**src/rtl/icd_pkg.sv**
```systemverilog
package icd_pkg;

   typedef enum logic [2:0] {
      ST_IDLE,
      ST_FIND,
      ST_READ,
      ST_CAPT,
      ST_SEND,
      ST_FINISH
   } icd_state_e;

   function automatic bit icd_is_pow2(input int v);
      return (v > 0) && ((v & (v - 1)) == 0);
   endfunction

   function automatic int icd_bits(input int v);
      return (v > 1) ? $clog2(v) : 1;
   endfunction

endpackage

```
**src/rtl/icd_win_map.sv**
```systemverilog
module icd_win_map #(
   parameter int LINES = 64,
   parameter int WIN   = 4,
   localparam int IDX_W  = icd_pkg::icd_bits(LINES),
   localparam int WIDX_W = icd_pkg::icd_bits(LINES / WIN),
   localparam int OFF_W  = icd_pkg::icd_bits(WIN)
) (
   input  logic [IDX_W-1:0]  line_idx,
   output logic [WIDX_W-1:0] win_idx
);

   generate
      if (WIN == 1) begin : g_unit
         assign win_idx = WIDX_W'(line_idx);
      end else if (icd_pkg::icd_is_pow2(WIN)) begin : g_shift
         assign win_idx = WIDX_W'(line_idx >> OFF_W);
      end else begin : g_div
         assign win_idx = WIDX_W'(line_idx / IDX_W'(WIN));
      end
   endgenerate

endmodule

```
**src/rtl/icd_hist_table.sv**
```systemverilog
module icd_hist_table #(
   parameter int NWIN = 16,
   localparam int WIDX_W = icd_pkg::icd_bits(NWIN)
) (
   input  logic              clk,
   input  logic              rst_n,
   input  logic              set_en,
   input  logic [WIDX_W-1:0] set_win,
   input  logic              clr_en,
   input  logic [WIDX_W-1:0] clr_win,
   output logic [NWIN-1:0]   bits
);

   genvar gi;
   generate
      for (gi = 0; gi < NWIN; gi++) begin : g_bit
         logic hit_set;
         logic hit_clr;
         assign hit_set = set_en && (int'(set_win) == gi);
         assign hit_clr = clr_en && (int'(clr_win) == gi);
         always_ff @(posedge clk) begin
            if (!rst_n)       bits[gi] <= 1'b0;
            else if (hit_set) bits[gi] <= 1'b1;
            else if (hit_clr) bits[gi] <= 1'b0;
         end
      end
   endgenerate

endmodule

```
**src/rtl/icd_next_win.sv**
```systemverilog
module icd_next_win #(
   parameter int NWIN = 16,
   localparam int WIDX_W = icd_pkg::icd_bits(NWIN)
) (
   input  logic [NWIN-1:0]   bits,
   input  logic [WIDX_W-1:0] base,
   output logic              found,
   output logic [WIDX_W-1:0] win
);

   always_comb begin
      found = 1'b0;
      win   = '0;
      for (int i = NWIN - 1; i >= 0; i--) begin
         if (bits[i] && (i >= int'(base))) begin
            found = 1'b1;
            win   = WIDX_W'(i);
         end
      end
   end

endmodule

```
**src/rtl/icd_scan_fsm.sv**
```systemverilog
module icd_scan_fsm
   import icd_pkg::*;
#(
   parameter int LINES  = 64,
   parameter int WIN    = 4,
   parameter int DATA_W = 32,
   localparam int NWIN   = LINES / WIN,
   localparam int IDX_W  = icd_bits(LINES),
   localparam int WIDX_W = icd_bits(NWIN),
   localparam int OFF_W  = icd_bits(WIN)
) (
   input  logic              clk,
   input  logic              rst_n,
   input  logic              dump_req,
   input  logic              found,
   input  logic [WIDX_W-1:0] found_win,
   output logic [WIDX_W-1:0] base_win,
   output logic              clr_en,
   output logic [WIDX_W-1:0] clr_win,
   output logic              halt,
   output logic              done,
   output logic              rd_en,
   output logic [IDX_W-1:0]  rd_idx,
   input  logic [DATA_W-1:0] rd_data,
   output logic              out_valid,
   input  logic              out_ready,
   output logic [IDX_W-1:0]  out_idx,
   output logic [DATA_W-1:0] out_data
);

   localparam logic [OFF_W-1:0]  OFF_LAST = OFF_W'(WIN - 1);
   localparam logic [WIDX_W-1:0] WIN_LAST = WIDX_W'(NWIN - 1);

   icd_state_e        state_q;
   logic [WIDX_W-1:0] win_q;
   logic [OFF_W-1:0]  off_q;
   logic [IDX_W-1:0]  line_q;
   logic [DATA_W-1:0] data_q;
   logic [IDX_W-1:0]  cur_line;

   assign cur_line  = IDX_W'(IDX_W'(win_q) * IDX_W'(WIN)) + IDX_W'(off_q);

   assign base_win  = win_q;
   assign clr_en    = (state_q == ST_FIND) && found;
   assign clr_win   = found_win;
   assign halt      = (state_q != ST_IDLE);
   assign done      = (state_q == ST_FINISH);
   assign rd_en     = (state_q == ST_READ);
   assign rd_idx    = cur_line;
   assign out_valid = (state_q == ST_SEND);
   assign out_idx   = line_q;
   assign out_data  = data_q;

   always_ff @(posedge clk) begin
      if (!rst_n) begin
         state_q <= ST_IDLE;
         win_q   <= '0;
         off_q   <= '0;
         line_q  <= '0;
         data_q  <= '0;
      end else begin
         case (state_q)
            ST_IDLE: begin
               if (dump_req) begin
                  win_q   <= '0;
                  off_q   <= '0;
                  state_q <= ST_FIND;
               end
            end
            ST_FIND: begin
               if (found) begin
                  win_q   <= found_win;
                  off_q   <= '0;
                  state_q <= ST_READ;
               end else begin
                  state_q <= ST_FINISH;
               end
            end
            ST_READ: state_q <= ST_CAPT;
            ST_CAPT: begin
               data_q  <= rd_data;
               line_q  <= cur_line;
               state_q <= ST_SEND;
            end
            ST_SEND: begin
               if (out_ready) begin
                  if (off_q != OFF_LAST) begin
                     off_q   <= off_q + 1'b1;
                     state_q <= ST_READ;
                  end else if (win_q == WIN_LAST) begin
                     state_q <= ST_FINISH;
                  end else begin
                     win_q   <= win_q + 1'b1;
                     state_q <= ST_FIND;
                  end
               end
            end
            default: state_q <= ST_IDLE;
         endcase
      end
   end

endmodule

```
**src/rtl/icd_dump_ctrl.sv**
```systemverilog
module icd_dump_ctrl #(
   parameter int LINES  = 64,
   parameter int WIN    = 4,
   parameter int DATA_W = 32
) (
   input  logic                                  clk,
   input  logic                                  rst_n,
   input  logic                                  wr_en,
   input  logic [icd_pkg::icd_bits(LINES)-1:0]   wr_idx,
   input  logic                                  dump_req,
   output logic                                  halt,
   output logic                                  done,
   output logic                                  rd_en,
   output logic [icd_pkg::icd_bits(LINES)-1:0]   rd_idx,
   input  logic [DATA_W-1:0]                     rd_data,
   output logic                                  out_valid,
   input  logic                                  out_ready,
   output logic [icd_pkg::icd_bits(LINES)-1:0]   out_idx,
   output logic [DATA_W-1:0]                     out_data
);

   localparam int NWIN   = LINES / WIN;
   localparam int WIDX_W = icd_pkg::icd_bits(NWIN);

   generate
      if (WIN < 1 || WIN > 16) begin : g_bad_win
         $error("icd_dump_ctrl: WIN must lie in 1..16");
      end
      if (LINES < WIN || (LINES % WIN) != 0) begin : g_bad_lines
         $error("icd_dump_ctrl: LINES must be a positive multiple of WIN");
      end
      if (DATA_W < 1) begin : g_bad_data
         $error("icd_dump_ctrl: DATA_W must be positive");
      end
   endgenerate

   logic [WIDX_W-1:0] wr_win;
   logic              set_en;
   logic [NWIN-1:0]   hist_bits;
   logic              clr_en;
   logic [WIDX_W-1:0] clr_win;
   logic [WIDX_W-1:0] base_win;
   logic              found;
   logic [WIDX_W-1:0] found_win;

   assign set_en = wr_en && (int'(wr_idx) < LINES);

   icd_win_map #(.LINES(LINES), .WIN(WIN)) u_map (
      .line_idx (wr_idx),
      .win_idx  (wr_win)
   );

   icd_hist_table #(.NWIN(NWIN)) u_hist (
      .clk     (clk),
      .rst_n   (rst_n),
      .set_en  (set_en),
      .set_win (wr_win),
      .clr_en  (clr_en),
      .clr_win (clr_win),
      .bits    (hist_bits)
   );

   icd_next_win #(.NWIN(NWIN)) u_find (
      .bits  (hist_bits),
      .base  (base_win),
      .found (found),
      .win   (found_win)
   );

   icd_scan_fsm #(.LINES(LINES), .WIN(WIN), .DATA_W(DATA_W)) u_fsm (
      .clk       (clk),
      .rst_n     (rst_n),
      .dump_req  (dump_req),
      .found     (found),
      .found_win (found_win),
      .base_win  (base_win),
      .clr_en    (clr_en),
      .clr_win   (clr_win),
      .halt      (halt),
      .done      (done),
      .rd_en     (rd_en),
      .rd_idx    (rd_idx),
      .rd_data   (rd_data),
      .out_valid (out_valid),
      .out_ready (out_ready),
      .out_idx   (out_idx),
      .out_data  (out_data)
   );

endmodule

```
**config.mk**
```make
export PLATFORM = sky130hd
export DESIGN_NAME = icd_dump_ctrl
export DESIGN_NICKNAME = d
export VERILOG_FILES = /design/src/rtl/icd_pkg.sv /design/src/rtl/icd_win_map.sv /design/src/rtl/icd_hist_table.sv /design/src/rtl/icd_next_win.sv /design/src/rtl/icd_scan_fsm.sv /design/src/rtl/icd_dump_ctrl.sv
export SDC_FILE = /design/constraint.sdc
export NUM_CORES = 1
export LEC_CHECK = 0
export ABC_AREA = 1
export ABC_CLOCK_PERIOD_IN_PS = 2300
export CORE_AREA = 3 3 109 69
export DETAILED_ROUTE_END_ITERATION = 7
export DIE_AREA = 0 0 112 72
export GPL_ROUTABILITY_DRIVEN = 1
export PLACE_DENSITY = 0.78
export SLEW_MARGIN = 0
export SYNTH_ARGS = -nofsm -noshare
export SYNTH_HDL_FRONTEND = slang
export SYNTH_HIERARCHICAL = 1
export SYNTH_SLANG_ARGS = --single-unit
```
**constraint.sdc**
```tcl
create_clock -name clk -period 2.3 [get_ports clk]
set_input_delay 0.345 -clock clk [delete_from_list [all_inputs] [get_ports clk]]
set_output_delay 0.345 -clock clk [all_outputs]
set_load 0.005 [all_outputs]
```
# Word-level counts from Yosys, hierarchy flattened
# Cells that the tools add are included.
op_classes:
  n_lt_le_gt_ge: 15
  n_reduce_logical: 72
  muxes: 81
  eq_ne: 43
  add_sub_neg: 3
op_table:
  columns: ["cell", "count"]
  rows:
  - ["2-to-1 mux 4 bit", 21]
  - ["equality test 4 bit (second input constant)", 17]
  - ["logical AND 1 bit", 48]
  - ["2-to-1 mux 1 bit", 48]
  - ["equality test 4 x 3 -> 1 bit (second input constant)", 8]
  - ["nonzero test 2 bit", 16]
  - ["greater-or-equal comparator 4 bit (first input constant)", 7]
  - ["equality test 4 x 2 -> 1 bit (second input constant)", 4]
  - ["greater-or-equal comparator 3 x 4 -> 1 bit (first input constant)", 4]
  - ["2-to-1 mux 3 bit", 5]
  - ["case mux 3 bit (5 select lines)", 1]
  - ["case mux 4 bit (3 select lines)", 1]
  - ["equality test 4 x 1 -> 1 bit (second input constant)", 2]
  - ["greater-or-equal comparator 1 x 4 -> 1 bit (first input constant)", 2]
  - ["greater-or-equal comparator 2 x 4 -> 1 bit (first input constant)", 2]
  - ["zero test 4 bit", 2]
  - ["2-to-1 mux 2 bit", 4]
  - ["!= test 2 bit (second input constant)", 4]
  - ["adder 6 x 2 -> 6 bit", 1]
  - ["equality test 3 x 2 -> 1 bit (second input constant)", 2]
  - ["equality test 3 bit (second input constant)", 2]
  - ["!= test 2 x 1 -> 1 bit (second input constant)", 3]
  - ["case mux 2 bit (3 select lines)", 1]
  - ["AND reduction 6 bit", 1]
  - ["7 further kinds", 8]
word_totals:
  register_bits: 63
  inputBits: 43
  out_inout_bits: 48
  word_cells: 235

# Depth between registers and ports, before layout
depth:
  depth_word: 21
  ltp_mapped: 20
  depth_no_buf: 19

# Hierarchy
# The synthesis kept the hierarchy.
by_module_without_submodules:
  columns: ["mod", "instances", "area_each_um2", "cells_each"]
  rows:
  - ["icd_scan_fsm", 1, 1953.1, 266]
  - ["icd_hist_table", 1, 785.8, 116]
  - ["icd_next_win", 1, 317.8, 71]
  - ["icd_win_map", 1, 30.0, 4]

# Worst setup path before layout
# Ideal clock, no wire load.
synth_path:
  kind: "reg-to-reg"
  start: "reg u_fsm.win_q[2] (netlist: u_fsm/base_win[2])"
  end: "reg u_hist.bits[8]"
  t_arrival_ps: 1820
  required_ps: 2168
  n_path_buf: 1
  path_slack_ps: 348
  setup_time_ps: 132
  stages_incl_launch_ff: 19
  cell_sequence: "dfxtp_1 nand2_2 o21ai_1 nand2_1 nand2_1 nand2_1 nand2_1 nand2_1 nand2_1 nand2_1 nand2_1 nand2_1 nand2_1 a21oi_2 buf_4 nor2_1 nand3_1 nand2_1 a21oi_1"
synth_between:
  elab_chain_cells: 20
  elab_cells_between_ends: 64
synth_rtl:
  columns: ["element", "line_no", "source"]
  rows:
  - ["start: declaration", "icd_scan_fsm.sv:35", "logic [WIDX_W-1:0] win_q;"]
  - ["start signal: assignment", "icd_scan_fsm.sv:72", "win_q <= found_win;"]
  - ["start signal: assignment", "icd_scan_fsm.sv:93", "win_q <= win_q + 1'b1;"]
  - ["greater-or-equal comparator 4 bit", "icd_next_win.sv:15", "if (bits[i] && (i >= int'(base))) begin"]
  - ["logical AND 1 bit", "icd_next_win.sv:15", null]
  - ["2-to-1 mux 4 bit (14 in a row)", "icd_next_win.sv:15", null]
  - ["2-to-1 mux 4 bit *", "icd_next_win.sv:15", null]
  - ["net found_win[0]", "icd_dump_ctrl.sv:44", "logic [WIDX_W-1:0] found_win;"]
  - ["equality test 4 bit *", "icd_hist_table.sv:20", "assign hit_clr = clr_en && (int'(clr_win) == gi);"]
  - ["logical AND 1 bit *", "icd_hist_table.sv:20", null]
  - ["nonzero test 2 bit (no source line) *", null, null]
  - ["end signal: indexed assignment", "icd_hist_table.sv:22", "if (!rst_n) bits[gi] <= 1'b0;"]
  - ["end signal: indexed assignment", "icd_hist_table.sv:23", "else if (hit_set) bits[gi] <= 1'b1;"]
  - ["end signal: indexed assignment", "icd_hist_table.sv:24", "else if (hit_clr) bits[gi] <= 1'b0;"]
  - ["end: declaration", "icd_hist_table.sv:11", "output logic [NWIN-1:0] bits"]
# The timed path passes the listed nets; every way through them passes the cells marked *.
# A chain may end at the register's enable or synchronous reset.

# Worst setup path in the final report
layout_path:
  start: "reg u_fsm.win_q[3] (netlist: u_fsm/base_win[3])"
  end: "reg u_hist.bits[1]"
layout_between:
  elab_chain_cells: 20
  elab_cells_between_ends: 64
layout_rtl:
  columns: ["element", "line_no"]
  rows:
  - ["greater-or-equal comparator 4 bit", "icd_next_win.sv:15"]
  - ["logical AND 1 bit", "icd_next_win.sv:15"]
  - ["2-to-1 mux 4 bit (14 in a row)", "icd_next_win.sv:15"]
  - ["2-to-1 mux 4 bit *", "icd_next_win.sv:15"]
  - ["net found_win[0]", "icd_dump_ctrl.sv:44"]
  - ["equality test 4 x 2 -> 1 bit *", "icd_hist_table.sv:20"]
  - ["logical AND 1 bit *", "icd_hist_table.sv:20"]
  - ["nonzero test 2 bit (no source line) *", null]
# Marks and branches as above.

==> results.md <==
* Status: completed
* Synth cell types at 32
* Max-capacitance violation count at 0
* H-tree depth at 3
* Ports at approximately 90
* Crit path arrival time at between 2 and 2.5 ns
* Post-layout util at 0.653
* Worst-path fanout max at 8
* CP endpoint kind: flop
* Area of the die at just over 8000 µm²
* Root buf cell: clkbuf_8
* Min Tclk post-route at approximately 2.2 ns
* Core box area at roughly 6600 µm²
* IO buf count at between 80 and 90
* Core Rows at 23
* Syn avg cell area at ~6.8 µm²
* Drt wl/cell at around 14 µm
* Dpl cells at ~600
* #FFs+latches synth at 63
* R2R depth at 19
* Worst vdd rail ir drop at 0.538 mV
* Worst R2R Start: u_fsm/base_win[3]
* Placer Congestion at 0.902
* Sequential share of the synthesized area at 0.409
* Synth top area cells: dfxtp_1 (41%), nor2_1 (12%), nand2_1 (8.9%)
* Final nets at around 600
* PwrDens at between 700 and 800 nW/µm²
* Maximum number of pins on one net before global-route repair at between 40 and 50
* Clock insertion delay at the later pin of the skew report at 0.34 ns
* Drt first pass iters at 6
* DRC viols at 0
* Final clock skew at approximately 0.008 ns
* Slew @ Worst Pin at about 0.67 ns
* Yosys top cell by area: dfxtp_1
* Final wirelength at approximately 9000 µm
* CP Launch Type: flop
* Grt total ovfl at 0
* Hpwl dp at between 6000 and 7000 µm
* Synth top area share at 0.409
* Max Slew Vio Count at 0
* First-pass GRT wire length at roughly 14,000 µm
* Number of global-route vias before repair at 2,856
* Maximum clock rate at 0.461 GHz
* Die H at 72 µm
* Depth of the worst hold-timing path at 2
* YS warnings at 6
* CP Class: reg2reg
* Iteration-0 DRC Markers at between 300 and 400
* Fin. Hold Viols at 0
* # setup viols final at 0
* RR Endpoint: u_hist/bits[1]
* Total CTS buffers at 9
* Mapped Nets at 502
* Post-Synthesis Cells at between 400 and 500
* # fillers at 551
* Synth Cell Area at 3090 µm²
* Clk slew on worst S/H paths at ~0.07 ns
* Pleak at ~1.8 nW
* R2R setup slack at about 0.13 ns
* Area of the multi-input gates at 1540 µm²
* CTS Sinks at 63
* Unrepaired setup endpoints after global routing: true
* Diode count at 0
* Overall routing resource usage at 0.216
* Routed vias/inst at roughly 5
* Worst Hold End: u_hist/bits[4]
* Hold path startpoint: u_hist/bits[4]
* Remaining antenna violation count at 0
* Share of layout cells above drive strength 1 at 0.124
* Slew HR at 0.551
* Antenna violations before repair at 0
* Final period util at 0.943
* Max clock buf depth at 2
* Starting density of the core at 0.468
* CTS tree: built
* Vias at around 3.2k
* Hold crit path type: reg2reg
* Die width at 112 µm
* Sequential cell area at around 1300 µm²
* Area Overhead vs Synth at 39.5%
* Critical path data required time at 2.52 ns
* Final Non-Filler Cells at about 640
state kept, by name (all words and copies together) (netlist names):
register and count:
u_fsm/state_q 3, u_fsm/base_win 4, u_fsm/off_q 2, u_fsm/out_idx 6, u_fsm/out_data 32, u_hist/bits 16
cell usage after synthesis:
master / instances
buf_2: 4
and2_1: 2
nor3_4: 1
inv_1: 35
o21ai_1: 6
nand3_2: 2
a21boi_0: 1
nand2_1: 73
nor2_4: 1
nor3_1: 6
nand3b_2: 1
clkbuf_1: 9
a21oi_2: 2
ha_1: 2
o21bai_1: 5
xnor2_1: 1
a211oi_1: 1
nand2_2: 4
o21ai_2: 1
a21oi_1: 27
a31oi_1: 1
nand4_1: 1
nor2_2: 5
nor2_1: 99
or2_1: 1
o211ai_1: 1
o21ai_0: 42
clkinv_1: 1
buf_4: 14
inv_2: 9
nand3_1: 36
dfxtp_1: 63
metrics by stage:
stage	TNS, ns	setup slack (ns)	hold WS (ns)	cell area, µm²	total power [W]
final	0	0.131	0.471	4310	0.00340
after global routing	-0.278	-0.0537	0.504	4310	0.00360
after CTS	0	0.0411	0.469	4240	0.00335
after detailed placement	-1.13	-0.191	0.457	4010	0.00227
after global placement	-0.321	-0.117	0.457	4010	0.00224
after floorplan	0	0.348	0.438	3090	0.00187
what timing repair did:
action                     CTS  global route
setup buffers                0             3
resized for setup            3            16
hold buffers                 0             0
pin swaps                    0             2
setup endpoints to repair    9            23
cloned                       0             0
area by class of cell:
class	count	area share
multi-input cells	322	0.358
flip-flops and latches	63	0.295
repair buffers	103	0.231
inverters	45	0.0392
clock buffers	9	0.0288
well taps	87	0.0253
clock inverters	7	0.0227
cell families after synthesis:
family,share of synthesized area
DFF,0.409
xor gates and xnor gates,0.00284
adders and majority gates,0.00811
and+or+nand+nor,0.323
AOI/OAI and AO/OA,0.152
buffers and inverters,0.106
worst max-delay path by stage:
stage / startpoint / end / slack, ns / cells past startpoint
6_report: u_fsm/base_win[3] / u_hist/bits[1] / 0.13 / 19
5_1_grt: u_fsm/base_win[1] / u_hist/bits[14] / -0.05 / 19
4_1_cts: u_fsm/base_win[2] / u_hist/bits[1] / 0.04 / 17
3_5_place_dp: u_fsm/base_win[2] / u_hist/bits[6] / -0.19 / 11
3_3_place_gp: u_fsm/base_win[3] / u_hist/bits[1] / -0.12 / 17
2_1_floorplan: u_fsm/base_win[2] / u_hist/bits[8] / 0.35 / 18
layer usage:
layer / up-vias / GRT usage / part of all wire
li1: 1631 / - / -
met1: 1449 / 0.311 / 0.48
met2: 145 / 0.303 / 0.42
met3: 8 / 0.0783 / 0.086
met4: 0 / 0.0627 / 0.011
met5: - / 0 / 0
placed cells by master, fill, tap and decap left out, drive strengths merged, types with 4 or more instances in the layout:
master and instances:
buf 15, clkinv 4, nor2 105, nand3 38, o21bai 5, nor3 7
clkdlybuf4s50 88, dfxtp 63, inv 44, a21oi 29, nand2 77, o21ai 49
clkbuf 9
power breakdown:
part	internal, W	switching, W	total (W)	leakage [nW]
combinational	0.000472	0.000558	0.00103	1.14
clock	0.000611	0.000457	0.00107	0.105
sequential	0.00119	0.000110	0.00130	0.512
total	0.00227	0.00113	0.00340	1.76
worst max-delay path: stages (launching register included):
cell     delay [ns]
dfxtp_4        0.41
nand2_4        0.10
o21ai_2        0.15
nand2_1        0.07
nand2_1        0.06
nand2_1        0.06
nand2_1        0.07
nand2_1        0.05
nand2_1        0.07
nand2_1        0.05
nand2_1        0.05
nand2_1        0.05
nand2_1        0.07
nand2_1        0.09
a21oi_4        0.24
inv_1          0.10
nor2_1         0.15
nand3_1        0.08
nand2_1        0.08
a21oi_1        0.05
No activity file was read; power rests on OpenSTA's default activity.
